File: src/rtl/dbg_link_pkg.sv
package dbg_link_pkg;
    localparam int FLAG_W   = 8;
    localparam int TXC_BIT  = 0;
    localparam int SPE_BIT  = 1;
    localparam int SRC_LO   = 2;
    localparam int SRC_W    = 2;
    localparam int CTL_BITS = 4;

    typedef enum logic [SRC_W-1:0] {
        SRC_JTAG = 2'b00,
        SRC_I2C  = 2'b01,
        SRC_EXIT = 2'b10
    } src_e;

    typedef struct packed {
        logic [SRC_W-1:0] src;
        logic             spe;
        logic             txc;
    } flag_t;
endpackage

File: src/rtl/dbg_flag_reg.sv
module dbg_flag_reg
    import dbg_link_pkg::*;
(
    input  logic                clk,
    input  logic                por_n,
    input  logic                tlr,
    input  logic                sys_rst,
    input  logic                wr_en,
    input  logic [CTL_BITS-1:0] wmask,
    input  logic [CTL_BITS-1:0] wdata,
    input  logic                tap_spe,
    input  logic                shift_done,
    input  logic                eng_clr,
    input  logic                rod,
    output flag_t               flag_q,
    output logic                spe_eff
);
    flag_t state_d, state_q;
    logic  ctl_touch;

    always_comb begin
        state_d   = state_q;
        ctl_touch = wr_en && (wmask[TXC_BIT] || wmask[SPE_BIT]);

        // transfer-done: hardware set > engine clear > processor write
        if (shift_done)
            state_d.txc = 1'b1;
        else if (eng_clr)
            state_d.txc = 1'b0;
        else if (wr_en && wmask[TXC_BIT])
            state_d.txc = wdata[TXC_BIT];

        // source field: per-bit write, wiped by any control-bit write
        for (int i = 0; i < SRC_W; i++) begin
            if (wr_en && wmask[SRC_LO+i])
                state_d.src[i] = wdata[SRC_LO+i];
        end
        if (ctl_touch)
            state_d.src = '0;

        // processor program-enable copy: ROD beats write
        if (rod)
            state_d.spe = 1'b0;
        else if (wr_en && wmask[SPE_BIT])
            state_d.spe = wdata[SPE_BIT];
        if (tlr)
            state_d.spe = 1'b0;

        // system reset leaves the program-enable copy alone
        if (sys_rst) begin
            state_d.txc = 1'b0;
            state_d.src = '0;
        end
    end

    always_ff @(posedge clk or negedge por_n) begin
        if (!por_n)
            state_q <= '0;
        else
            state_q <= state_d;
    end

    assign flag_q  = state_q;
    assign spe_eff = state_q.spe | tap_spe;
endmodule

File: src/rtl/dbg_buf_reg.sv
module dbg_buf_reg #(
    parameter int W = 8
) (
    input  logic         clk,
    input  logic         por_n,
    input  logic         sys_rst,
    input  logic         wr_en,
    input  logic [W-1:0] wmask,
    input  logic [W-1:0] wdata,
    input  logic         cap_en,
    input  logic [W-1:0] cap_data,
    output logic [W-1:0] buf_q
);
    logic [W-1:0] data_d, data_q;

    always_comb begin
        data_d = data_q;
        if (sys_rst)
            data_d = '0;
        else if (cap_en)
            data_d = cap_data;
        else if (wr_en)
            data_d = (data_q & ~wmask) | (wdata & wmask);
    end

    always_ff @(posedge clk or negedge por_n) begin
        if (!por_n)
            data_q <= '0;
        else
            data_q <= data_d;
    end

    assign buf_q = data_q;
endmodule

File: src/rtl/dbg_src_decode.sv
module dbg_src_decode
    import dbg_link_pkg::*;
(
    input  logic [SRC_W-1:0] src,
    input  logic             enable,
    output logic             ld_jtag,
    output logic             ld_i2c,
    output logic             ld_exit
);
    always_comb begin
        ld_jtag = 1'b0;
        ld_i2c  = 1'b0;
        ld_exit = 1'b0;
        if (enable) begin
            if (src[1])
                ld_exit = 1'b1;
            else if (src == SRC_I2C)
                ld_i2c = 1'b1;
            else
                ld_jtag = 1'b1;
        end
    end
endmodule

File: src/rtl/dbg_link_regs.sv
module dbg_link_regs
    import dbg_link_pkg::*;
#(
    parameter int DATA_W = 8
) (
    input  logic              clk,
    input  logic              por_n,
    input  logic              tlr,
    input  logic              sys_rst,
    input  logic              cpu_wr,
    input  logic              cpu_sel,
    input  logic [DATA_W-1:0] cpu_wmask,
    input  logic [DATA_W-1:0] cpu_wdata,
    output logic [DATA_W-1:0] cpu_rdata,
    input  logic              tap_spe,
    input  logic              tap_shift_done,
    input  logic              tap_cap_en,
    input  logic [DATA_W-1:0] tap_cap_data,
    output logic [DATA_W-1:0] buf_par,
    input  logic              eng_clr_txc,
    input  logic              rod,
    output logic              prog_en,
    output logic [1:0]        src_sel,
    output logic              xfer_done,
    output logic              ld_jtag,
    output logic              ld_i2c,
    output logic              ld_exit
);
    localparam int PAD_W = DATA_W - CTL_BITS;

    flag_t flag_q;
    logic  spe_eff;
    logic  flag_wr, buf_wr;

    assign flag_wr = cpu_wr && !cpu_sel;
    assign buf_wr  = cpu_wr &&  cpu_sel;

    dbg_flag_reg u_flag (
        .clk        (clk),
        .por_n      (por_n),
        .tlr        (tlr),
        .sys_rst    (sys_rst),
        .wr_en      (flag_wr),
        .wmask      (cpu_wmask[CTL_BITS-1:0]),
        .wdata      (cpu_wdata[CTL_BITS-1:0]),
        .tap_spe    (tap_spe),
        .shift_done (tap_shift_done),
        .eng_clr    (eng_clr_txc),
        .rod        (rod),
        .flag_q     (flag_q),
        .spe_eff    (spe_eff)
    );

    dbg_buf_reg #(.W(DATA_W)) u_buf (
        .clk      (clk),
        .por_n    (por_n),
        .sys_rst  (sys_rst),
        .wr_en    (buf_wr),
        .wmask    (cpu_wmask),
        .wdata    (cpu_wdata),
        .cap_en   (tap_cap_en),
        .cap_data (tap_cap_data),
        .buf_q    (buf_par)
    );

    dbg_src_decode u_dec (
        .src     (flag_q.src),
        .enable  (spe_eff),
        .ld_jtag (ld_jtag),
        .ld_i2c  (ld_i2c),
        .ld_exit (ld_exit)
    );

    always_comb begin
        if (cpu_sel)
            cpu_rdata = buf_par;
        else
            cpu_rdata = {{PAD_W{1'b0}}, flag_q.src, spe_eff, flag_q.txc};
    end

    assign prog_en   = spe_eff;
    assign src_sel   = flag_q.src;
    assign xfer_done = flag_q.txc;
endmodule

File: config.mk
export PLATFORM = sky130hd
export DESIGN_NAME = dbg_link_regs
export DESIGN_NICKNAME = d
export VERILOG_FILES = /design/src/rtl/dbg_link_pkg.sv /design/src/rtl/dbg_flag_reg.sv /design/src/rtl/dbg_buf_reg.sv /design/src/rtl/dbg_src_decode.sv /design/src/rtl/dbg_link_regs.sv
export SDC_FILE = /design/constraint.sdc
export NUM_CORES = 1
export LEC_CHECK = 0
export BUFFER_PORTS_ARGS = -buffer_cell sky130_fd_sc_hd__buf_2
export CORE_MARGIN = 1
export CORE_UTILIZATION = 36
export DETAILED_ROUTE_END_ITERATION = 10
export PLACE_DENSITY_LB_ADDON = 0.2
export SYNTH_ARGS = -nofsm -noshare
export SYNTH_HDL_FRONTEND = slang
export SYNTH_SLANG_ARGS = --single-unit
File: constraint.sdc
create_clock -name clk -period 0.9 [get_ports clk]
set_input_delay 0.225 -clock clk [delete_from_list [all_inputs] [get_ports clk]]
set_output_delay 0.225 -clock clk [all_outputs]
set_load 0.02 [all_outputs]
==> flow_summary.ini <==
[run_status]
status = complete, but fails checks
violations = negative setup slack

[power]
comb_power_share = 0.391
power_mw = 1.741
p_int_mw = 1.212
seqPwrFrac = 0.354
p_sw_frac = 0.3039
ir_drop_uv = 710.8
powerDensity_mw_per_mm2 = 1103
switchingPower_mw = 0.5292
p_clk_frac = 0.255
leakage_nw = 0.8044

[critical_path]
crit_path_end_kind = output port
critical_path.top_delay_family = flip-flops
worstSetupPathType = reg -> out
slowest_delay_ps = 470
cp-start-kind = register
crit_fanout = 6
crit_chain = mux2_4 > buf_6
cp_slowest_cell = dfrtp_2
crit_required_ps = 670
path_buf_inv = 1
arrival_ps = 1170

[sta]
clock.fmax_mhz = 718.6
final.setup.tns_ps = -8500
hold_violations = 0
period_needed_ps = 1392
maxSlewHeadroom = 0.7685
skew_ps = 0
fin_ws_ps = -491.5
rsz0062_at_grt = true
worst_pin_slew_ps = 346.8
setup_viol = 31
slew_viol_final = 0
min_period_over_period = 1.546

[worst_hold_path]
hold_path_class = in -> reg

[final_layout]
synthToLayoutAreaGrowth_pct = 90.35
antenna_cells = 0
drive_gt1_frac = 0.6852
nets = 198

[floorplanning]
ioPinCount = 58
die_w_microns = 50.01
rows = 17
start_util = 0.3786
die_h_microns = 50.01
die_area_sq_mm = 0.002501
core-area_sq_mm = 0.002191

[drt]
vias = 939
drt_iter0_markers = 10
maxUsedRoutingLayer = met4
first_pass_iters = 4
via_per_inst = 4.942
m1WireLength_microns = 986
wl_met2_microns = 1217
wl_met3_microns = 158
drt-total-wl_microns = 2410
drc_errors = 0
ant_nets = 0
routedWlPerCell_microns = 12.68

[clocking]
htreeDepth = 1
clk_pin_slew_ps = 80
cts_root_buffer = clkbuf_4
cts_buffers = 3
worstSkewPairLatency_ps = 280
cts_tree = yes
clock_path_buffers = 2
clock-sinks = 12

[yosys]
synth_edf_count = 0
syn_area_sq_um = 829.5
synthCells = 84
yosysSeqAreaShare = 0.3620
synth_nets = 119
synth_ff_type = dfrtp_1
avgSynthCellArea_sq_um = 9.876
async_flop_share = 1.000
yosys_register_bits = 12
ys_types = 23
yosysWarnings = 0

[placement]
portBuffers = 57
hpwl_microns = 1786
post-place-ws_ps = -291.8
gp_congestion = 0.7526

[global_route]
overflow = 0
grt_max_degree = 13
grt_antenna_before_repair = 0
grt_pass1_vias = 943
grt_usage = 0.2096
grt_first_pass_wirelength_microns = 3939

[flow_run]
maxCapViolations = 0
-- state kept, by name, summed over array words and instances (netlist names) --
signal,cells
u_buf.buf_q,8
u_flag.flag_q,4
-- kinds of logic after synthesis --
logic type             after synthesis  synth area share
buffers and inverters                8           0.05882
flip-flops                          12            0.3620
multiplexers                        14            0.1735
AND/OR/NAND/NOR                     36            0.2594
AO/OA/AOI/OAI                       14            0.1463
-- cells in the mapped netlist (all sizes together) (2+ instances only) --
library cell / number / area share
mux2i: 11 / 0.13
nand3b: 4 / 0.036
nor2: 5 / 0.026
nor2b: 2 / 0.024
nand2: 8 / 0.036
nor3: 3 / 0.018
and2: 4 / 0.030
mux2: 3 / 0.041
a21oi: 3 / 0.023
inv: 4 / 0.018
dfrtp: 12 / 0.36
buf: 4 / 0.041
a32o: 8 / 0.097
or2b: 8 / 0.072
-- through the flow --
step / util / hold WS, ps / area (sq um) / std cells
after floorplan: - / -70.59 / 907.1 / 84
after global placement: 0.5894 / 123.9 / 1291 / 178
after global routing: 0.7207 / 78.01 / 1579 / 190
final: 0.7207 / 85.19 / 1579 / 190
after CTS: 0.6945 / 79.70 / 1521 / 186
after detailed placement: 0.5894 / 124.6 / 1291 / 178
-- path summary, 6_finish.rpt --
check                                 startpoint          endpoint  slack [ps]  cells past startpoint
worst min-delay path                         tlr  u_flag.flag_q[1]          90                      2
max in group asynchronous                  por_n  u_flag.flag_q[1]         310                      2
worst min register to register    u_buf.buf_q[1]    u_buf.buf_q[1]         630                      2
worst max-delay path            u_flag.flag_q[3]      cpu_rdata[3]        -490                      2
min in group asynchronous                  por_n    u_buf.buf_q[6]         350                      2
worst max register to register    u_buf.buf_q[4]    u_buf.buf_q[4]        -220                      4
-- worst reg2reg max path, stage by stage (launching register included) --
cell and delay, ps:
dfrtp_2 440, buf_6 120, mux2i_1 130, nand2_1 80, a32o_1 250
-- power groups by stage --
| stage | Clock (mW) | Combinational [mW] | Sequential [mW] |
|---|---|---|---|
| 2_1_floorplan | 0 | 0.240 | 0.662 |
| 3_3_place_gp | 0 | 0.511 | 0.620 |
| 3_5_place_dp | 0 | 0.520 | 0.621 |
| 4_1_cts | 0.463 | 0.639 | 0.616 |
| 5_1_grt | 0.472 | 0.730 | 0.621 |
| 6_report | 0.444 | 0.681 | 0.616 |
-- placed cells by master (no fill, tap or decap) --
cell type,n
a21o_1,1
a21oi_1,1
a21oi_2,1
a21oi_4,1
a32o_1,8
and2_4,4
buf_2,34
buf_4,12
buf_6,30
clkbuf_4,4
clkbuf_8,1
dfrtp_2,12
dlygate4sd3_1,1
inv_1,2
inv_2,2
mux2_4,3
mux2i_1,11
nand2_1,8
nand2b_1,1
nand3b_1,4
nor2_1,3
nor2_2,1
nor2_4,1
nor2b_4,2
nor3_1,1
nor3_4,2
nor3b_4,1
o211ai_1,1
o21bai_1,1
or2b_1,8
-- layer usage --
layer,global-route usage,vias up
met3,0.04012,6
met5,0,-
met4,0.1238,0
li1,-,457
met1,0.2382,439
met2,0.3578,37
-- cell type report --
type / instances / area (sq um)
repair buffers: 78 / 615.6
fillers: 188 / 611.8
multi-input cells: 64 / 561.8
flip-flops and latches: 12 / 315.3
clock buffers: 4 / 36.28
well taps: 28 / 35.03
inverters: 4 / 15.01
-- what timing repair did --
| item | CTS | global route |
|---|---|---|
| endpoints found under the hold margin | 12 | 0 |
| pin swaps | 9 | 8 |
| resized for setup | 52 | 10 |
| hold buffers | 1 | 0 |
| setup endpoints to repair | 31 | 34 |
| buffers inserted | 3 | 6 |
Note: power is estimated with default switching activity, not from simulation.
